===== src/rtl/burst_addr_pkg.sv =====
package burst_addr_pkg;
  typedef struct packed {
    logic load;
    logic step;
  } ctlStrobes_t;
endpackage


===== src/rtl/burst_ctrl.sv =====
module burst_ctrl
  import burst_addr_pkg::*;
(
  input  logic        clk,
  input  logic        rstN,
  input  logic        chipEn,
  input  logic        cpuStrobe,
  input  logic        ctlStrobe,
  input  logic        advance,
  output ctlStrobes_t strb,
  output logic        valid
);
  logic loadNow;

  assign loadNow   = ctlStrobe | (cpuStrobe & chipEn);
  assign strb.load = loadNow;
  assign strb.step = advance & valid & ~loadNow;

  always_ff @(posedge clk or negedge rstN) begin
    if (!rstN)        valid <= 1'b0;
    else if (loadNow) valid <= 1'b1;
  end

  // once set, valid never drops outside reset
  a_r2_valid_sticky: assert property (@(posedge clk) disable iff (!rstN)
    valid |=> valid);

  // a gated processor strobe alone never leaves valid set
  a_r4_gated_cpu: assert property (@(posedge clk) disable iff (!rstN)
    (!valid && !chipEn && !ctlStrobe) |=> !valid);
endmodule


===== src/rtl/burst_datapath.sv =====
module burst_datapath
  import burst_addr_pkg::*;
#(
  parameter int ADDR_W = 20
) (
  input  logic              clk,
  input  logic              rstN,
  input  ctlStrobes_t       strb,
  input  logic              orderSel,
  input  logic [ADDR_W-1:0] addrIn,
  output logic [ADDR_W-1:0] addrOut
);
  localparam int UPPER_W = ADDR_W - 2;

  logic [UPPER_W-1:0] baseHi;
  logic [1:0]         baseLo;
  logic [1:0]         count;
  logic               ilvMode;
  logic [1:0]         curLo;

  always_ff @(posedge clk or negedge rstN) begin
    if (!rstN) begin
      baseHi  <= '0;
      baseLo  <= '0;
      count   <= '0;
      ilvMode <= 1'b0;
    end else if (strb.load) begin
      baseHi  <= addrIn[ADDR_W-1:2];
      baseLo  <= addrIn[1:0];
      count   <= '0;
      ilvMode <= orderSel;
    end else if (strb.step) begin
      count <= count + 2'd1;
    end
  end

  always_comb begin
    if (ilvMode) curLo = baseLo ^ count;
    else         curLo = baseLo + count;
  end

  assign addrOut = {baseHi, curLo};

  // a load shows the captured address on the next cycle
  a_r9_load_wins: assert property (@(posedge clk) disable iff (!rstN)
    strb.load |=> addrOut == $past(addrIn));

  // upper bits move only on a load
  a_r8_upper_fixed: assert property (@(posedge clk) disable iff (!rstN)
    !strb.load |=> $stable(addrOut[ADDR_W-1:2]));

  // no load and no step means the address holds
  a_r5_hold: assert property (@(posedge clk) disable iff (!rstN)
    (!strb.load && !strb.step) |=> $stable(addrOut));

  // a linear step adds one to the low bits modulo four
  a_r6_linear_step: assert property (@(posedge clk) disable iff (!rstN)
    (strb.step && !ilvMode) |=> addrOut[1:0] == $past(addrOut[1:0]) + 2'd1);
endmodule


===== src/rtl/burst_addr_gen.sv =====
module burst_addr_gen
  import burst_addr_pkg::*;
#(
  parameter int ADDR_W = 20
) (
  input  logic              clk,
  input  logic              rstN,
  input  logic              chipEn,
  input  logic              cpuStrobe,
  input  logic              ctlStrobe,
  input  logic              advance,
  input  logic              orderSel,
  input  logic [ADDR_W-1:0] addrIn,
  output logic [ADDR_W-1:0] addrOut,
  output logic              addrValid
);
  ctlStrobes_t strb;

  burst_ctrl ctrl_i (
    .clk       (clk),
    .rstN      (rstN),
    .chipEn    (chipEn),
    .cpuStrobe (cpuStrobe),
    .ctlStrobe (ctlStrobe),
    .advance   (advance),
    .strb      (strb),
    .valid     (addrValid)
  );

  burst_datapath #(.ADDR_W(ADDR_W)) dp_i (
    .clk      (clk),
    .rstN     (rstN),
    .strb     (strb),
    .orderSel (orderSel),
    .addrIn   (addrIn),
    .addrOut  (addrOut)
  );
endmodule


===== config.mk =====
export PLATFORM = sky130hd
export DESIGN_NAME = burst_addr_gen
export DESIGN_NICKNAME = d
export VERILOG_FILES = /design/src/rtl/burst_addr_pkg.sv /design/src/rtl/burst_ctrl.sv /design/src/rtl/burst_datapath.sv /design/src/rtl/burst_addr_gen.sv
export SDC_FILE = /design/constraint.sdc
export NUM_CORES = 1
export LEC_CHECK = 0
export ABC_AREA = 0
export BUFFER_PORTS_ARGS = -buffer_cell sky130_fd_sc_hd__buf_2
export CORE_UTILIZATION = 47
export CTS_CLUSTER_DIAMETER = 150
export DETAILED_ROUTE_END_ITERATION = 6
export PLACE_DENSITY_LB_ADDON = 0.05
export SYNTH_ARGS = -nofsm -noshare
export SYNTH_HDL_FRONTEND = slang
export SYNTH_SLANG_ARGS = --single-unit

===== constraint.sdc =====
create_clock -name clk -period 1.95 [get_ports clk]
set_input_delay 0.39 -clock clk [delete_from_list [all_inputs] [get_ports clk]]
set_output_delay 0.39 -clock clk [all_outputs]
set_load 0.02 [all_outputs]

==> out/results.ini, run 1 <==
[run_status]
status=finished clean

[placement]
port_buffers=47
dp_slack_ps=526.7
placed_area_um2=1232
gp_congestion=0.5723
hpwl_um=1200

[detailed_routing]
vias=648
vias_per_cell=4.696
antenna_left=0
route.detailed.drc=0
routedWlPerCell_um=10.98
drt_pre_antenna_iters=4
drt_iter0_markers=2
wirelength_um=1515

[global_routing]
grt_pass1_vias=527
grt.busiest_layer=met2
grt_use_total_pct=15.10
met2_usage_pct=23.01
antenna_found_initial=0
grt.met1_usage_pct=20.00
grt_pass1_wl_um=2249
use_met3_pct=2.264
globalRoute.totalOverflow=0
grt_max_degree=25

[cts]
clockBufferDepth=2
path_clk_slew_ps=140
cts_setup_buffers=0
clockRootBuffer=clkbuf_4
cts_tree=yes
cts_max_level=1
cts_sinks=24
hold_buffers=0
insertion_delay_ps=320
post_cts_resized=0
cts-buffers-inserted=3

[critical_path]
cp_max_fo=5
worst_setup_path_end_kind=output port
worstPathArrival_ps=1390
startpoint_type=flip-flop
crit_type=reg2out
critPathRequiredTime_ps=1560
ff2ff_setup_slack_ps=990

[synth]
netlist-cell-type-count=15
ys_seq_elements=24
synth_nets=88
yosysSeqAreaShare_pct=61.86
syn_area_per_cell_um2=16.18
synth_warnings=0
netlist_instances=60
syn_area_um2=970.9

[floorplanning]
core_area_um2=1942
die_x_um=47.45
io_pins=48
initial_core_util_pct=50.00
num_rows=16
dieArea_um2=2252
dieHeight_um=47.45

[timing]
setup_tns_ps=0
tightestPinTransition_ps=492.8
rsz0062_at_grt=false
setup_slack_ps=170.3
drv_slew=0
hold_viol=0
fin_skew_ps=14.98
timing.final.crit_share_pct=91.26
setup_violations=0
slew_headroom_pct=67.15
fin_crit_ps=1780
max_freq_mhz=561.9

[power]
powerDensity_nw_per_um2=883.4
ir_drop_v=0.0005759
p_total_mw=1.135
leakagePower_nw=0.6172

[layout]
fillers=167
final_util_pct=66.17
drive_above_1_share_pct=67.57
diodes=0
fin_area_um2=1285
nets=140
final_cell_mix=buf_2, dfrtp_1, mux2_2
area_growth_pct=32.35
final_common_cell=buf_2

[worst_hold_path]
hold_path_class=in2async

[job]
maxCapViolations=0

state kept, by name, indices dropped and copies added (netlist names):
register	flops
dp_i.ilvMode	1
dp_i.baseLo	2
ctrl_i.valid	1
dp_i.count	2
dp_i.baseHi	18
cell usage after synthesis:
library cell | count | area [um2]
o21a_1 | 1 | 7.510
mux2_2 | 21 | 236.5
o2bb2ai_1 | 1 | 8.760
nand2b_1 | 1 | 6.260
dfrtp_1 | 24 | 600.6
nor2b_1 | 1 | 6.260
buf_6 | 2 | 22.52
ha_1 | 1 | 12.51
xnor2_1 | 2 | 17.52
a21oi_4 | 1 | 16.27
and4_1 | 1 | 8.760
nor4_1 | 1 | 6.260
and3b_1 | 1 | 8.760
a21oi_1 | 1 | 5.000
a21boi_0 | 1 | 7.510
final timing paths:
path	from	to	cells past startpoint
max	dp_i.count[0]$_DFFE_PN0P_	addrOut[1]	4
min	rstN	dp_i.baseHi[3]$_DFFE_PN0P_	1
max reg2reg	ctrl_i.valid$_DFFE_PN0P_	dp_i.count[1]$_DFFE_PN0P_	2
min reg2reg	dp_i.baseHi[14]$_DFFE_PN0P_	dp_i.baseHi[14]$_DFFE_PN0P_	1
max in group asynchronous	rstN	dp_i.baseHi[14]$_DFFE_PN0P_	1
min in group clk	ctlStrobe	dp_i.count[1]$_DFFE_PN0P_	2
critical path, stage by stage, from the launching register on:
cell     delay [ps]
dfrtp_1         440
ha_1            200
nor2b_1         130
xnor2_1         120
buf_2           170
cell families (layout without fill, tap and decap cells):
| family | count (synthesis) | after routing | synth area share (%) |
|---|---|---|---|
| buffers and inverters | 2 | 53 | 2.319 |
| muxes | 21 | 21 | 24.36 |
| and+or+nand+nor | 5 | 5 | 3.739 |
| AOI/OAI and AO/OA | 5 | 5 | 4.640 |
| adders and majority gates | 1 | 1 | 1.288 |
| xor gates and xnor gates | 2 | 2 | 1.804 |
| DFF | 24 | 24 | 61.86 |
cell type report:
class | instances | area (um2) | share of cell area (%)
sequential | 24 | 600.6 | 46.74
multi-input combinational | 34 | 347.8 | 27.07
timing repair buffer | 49 | 250.2 | 19.47
tap | 27 | 33.78 | 2.629
clock inverter | 1 | 30.03 | 2.337
clock buffer | 3 | 22.52 | 1.753
power by group:
part	total [mW]	switching (mW)	internal [mW]
Clock	0.354	0.146	0.208
Sequential	0.565	0.0219	0.543
Combinational	0.217	0.115	0.101
stage by stage:
step / std cells / hold slack, ps
finish: 138 / 7.606
global route: 138 / 50.60
CTS: 138 / 23.79
detailed placement: 134 / 391.7
global placement: 134 / 396.6
floorplan: 60 / 94.41
routing by layer:
layer | vias up | wire (um)
met5 | - | 0
met3 | 2 | 84
met1 | 312 | 685
met2 | 20 | 730
li1 | 314 | -
met4 | 0 | 14
Power figures use the tool's default switching activity.
==> inputs of run 2 (changes only) <==
--- a/config.mk
+++ b/config.mk
@@ -7,7 +7,7 @@
 export LEC_CHECK = 0
 export ABC_AREA = 0
 export BUFFER_PORTS_ARGS = -buffer_cell sky130_fd_sc_hd__buf_2
-export CORE_UTILIZATION = 47
+export CORE_UTILIZATION = 45
 export CTS_CLUSTER_DIAMETER = 150
 export DETAILED_ROUTE_END_ITERATION = 6
 export PLACE_DENSITY_LB_ADDON = 0.05
==> run 2 against run 1 <==
Effect of this change: setup slack lost 14 ps; utilization down 2.4 points; worst hold slack improved by 10 ps; largest power group unchanged; combinational power about the same; global-route usage hardly changed; final cell count shrank 0.72%; power up 0.50%; critical endpoint unchanged.
==> out/results.ini, run 2 (synthesized netlist as in run 1, its figures left out) <==
[global_routing]
globalRoute.totalOverflow=0  ; unchanged
grt_max_degree=25  ; unchanged
grt_pass1_vias=633  ; +20%
grt_use_total_pct=15.13  ; +0.033 points
antenna_found_initial=0  ; unchanged
grt_pass1_wl_um=2704  ; +20%

[timing]
fin_crit_ps=1793  ; +13.51 ps
rsz0062_at_grt=false
tightestPinTransition_ps=501.4  ; +8.680 ps
slew_headroom_pct=66.57  ; -0.58 points
setup_tns_ps=0  ; unchanged
drv_slew=0  ; unchanged
setup_violations=0  ; unchanged
hold_viol=0  ; unchanged
fin_skew_ps=0.3448  ; -14.64 ps
timing.final.crit_share_pct=91.96  ; +0.69 points
max_freq_mhz=557.7  ; -0.75%

[critical_path]
crit_buf_inv=1  ; unchanged
cp_max_fo=5  ; unchanged
startpoint_type=flip-flop
slowest_stage=dfrtp_1
worst_setup_path_end_kind=output port
worstPathArrival_ps=1400  ; about the same
critPathRequiredTime_ps=1560  ; about the same
cpPeakStageDelay_ps=440  ; about the same
crit_type=reg2out
cp_cell_sequence=ha_1 -> nor2b_1 -> xnor2_1 -> buf_2
cpLargestDelayFamily=flip-flops

[floorplanning]
io_pins=48  ; unchanged
num_rows=16  ; unchanged
core_area_um2=2002  ; +3.1%
dieArea_um2=2347  ; +4.3%
initial_core_util_pct=48.50  ; -1.5 points
dieHeight_um=48.45  ; +2.1%
die_x_um=48.45  ; +2.1%

[detailed_routing]
route.detailed.drc=0  ; unchanged
drt_iter0_markers=0  ; -2
vias_per_cell=4.869  ; +3.7%
routedWlPerCell_um=11.77  ; +7.2%
antenna_left=0  ; unchanged
vias=667  ; +2.9%
wirelength_um=1613  ; +6.5%
drt_pre_antenna_iters=1  ; -3

[power]
ir_drop_v=0.0004811  ; -16%
leakagePower_nw=0.6123  ; -0.80%
combinationalPowerShare_pct=19.0  ; about the same
swShare_pct=25.43  ; +0.52 points
seqPwrFrac_pct=49.5  ; -0.3 points
p_clk_share_pct=31.5  ; +0.4 points
powerDensity_nw_per_um2=893.0  ; +1.1%
internal_power_uw=850.7  ; -0.20%
power.switching_uw=290.1  ; +2.6%

[layout]
final_cell_mix=buf_2, dfrtp_1, mux2_2
final_cells=137  ; -0.72%
drive_above_1_share_pct=67.27  ; -0.29 points
diodes=0  ; unchanged
nets=139  ; -0.71%
final_common_cell=buf_2
final-seq-area_um2=600.6  ; unchanged
multi_input_area_um2=347.8  ; unchanged
fillers=182  ; +9.0%
reg_top3=dp_i.baseHi x18, dp_i.baseLo x2, dp_i.count x2
largest_register_ffs=18  ; unchanged
top_register=dp_i.baseHi
area_growth_pct=31.57

[cts]
cts-buffers-inserted=3  ; unchanged
cts_setup_buffers=0  ; unchanged
path_clk_slew_ps=140  ; about the same
insertion_delay_ps=310  ; about the same
clockBufferDepth=2  ; unchanged
post_cts_resized=0  ; unchanged
clockRootBuffer=clkbuf_4
cts_tree=yes
hold_buffers=0  ; unchanged
cts_max_level=1  ; unchanged
cts_sinks=24  ; unchanged

[run_status]
status=finished clean

[placement]
placed_cells=133  ; -0.75%
gp_congestion=0.6489  ; +13%
port_buffers=47  ; unchanged
hpwl_um=1191  ; -0.79%

[worst_hold_path]
hold_path_class=in2async

[job]
maxCapViolations=0  ; unchanged

## run 2: worst paths after layout
kind	start	endpoint	slack (ps)	depth (start not counted)
setup / recovery	dp_i.count[0]$_DFFE_PN0P_	addrOut[1]	160	4
min in group clk	ctlStrobe	dp_i.count[1]$_DFFE_PN0P_	270	2
setup reg to reg	ctrl_i.valid$_DFFE_PN0P_	dp_i.count[1]$_DFFE_PN0P_	1000	2
hold / removal	rstN	dp_i.baseHi[8]$_DFFE_PN0P_	20	1
hold reg to reg	dp_i.baseHi[2]$_DFFE_PN0P_	dp_i.baseHi[2]$_DFFE_PN0P_	510	1
max in group asynchronous	rstN	dp_i.baseHi[14]$_DFFE_PN0P_	1590	1
## run 2: worst register-to-register path: stages, from the launching register on
cell,delay [ps]
dfrtp_1,450
and4_1,200
nor4_1,220
## run 2: stage by stage
step	total power [mW]	utilization [%]	area (um2)	hold slack, ps	worst slack [ps]
after CTS	1.150	63.81	1277	37.89	125.7
after floorplan	0.7083	-	970.9	94.41	484.7
after global routing	1.190	63.81	1277	51.38	38.90
after detailed placement	0.7966	61.19	1225	394.3	493.5
final	1.141	63.81	1277	18.04	156.8
after global placement	0.7893	61.19	1225	396.7	518.7
## run 2: layer usage
layer | part of all wire [%] | global-route usage [%] | vias up
met3 | 7.7 | 3.774 | 4
met1 | 46 | 18.24 | 314
met4 | 2.7 | 8.824 | 0
li1 | - | - | 319
met5 | 0 | 0 | -
met2 | 44 | 24.65 | 30
## run 2: cell type report
class	count	area share (%)
clock inverters	1	2.351
repair buffers	48	19.00
multi-input cells	34	27.23
flip-flops and latches	24	47.01
well taps	27	2.644
clock buffers	3	1.763
## run 2: power by group through the flow
stage          sequential (mW)  clock, mW  combinational (mW)
2_1_floorplan            0.622          0              0.0860
5_1_grt                  0.571      0.384               0.235
3_5_place_dp             0.576          0               0.221
4_1_cts                  0.566      0.362               0.221
6_report                 0.565      0.359               0.217
3_3_place_gp             0.574          0               0.216
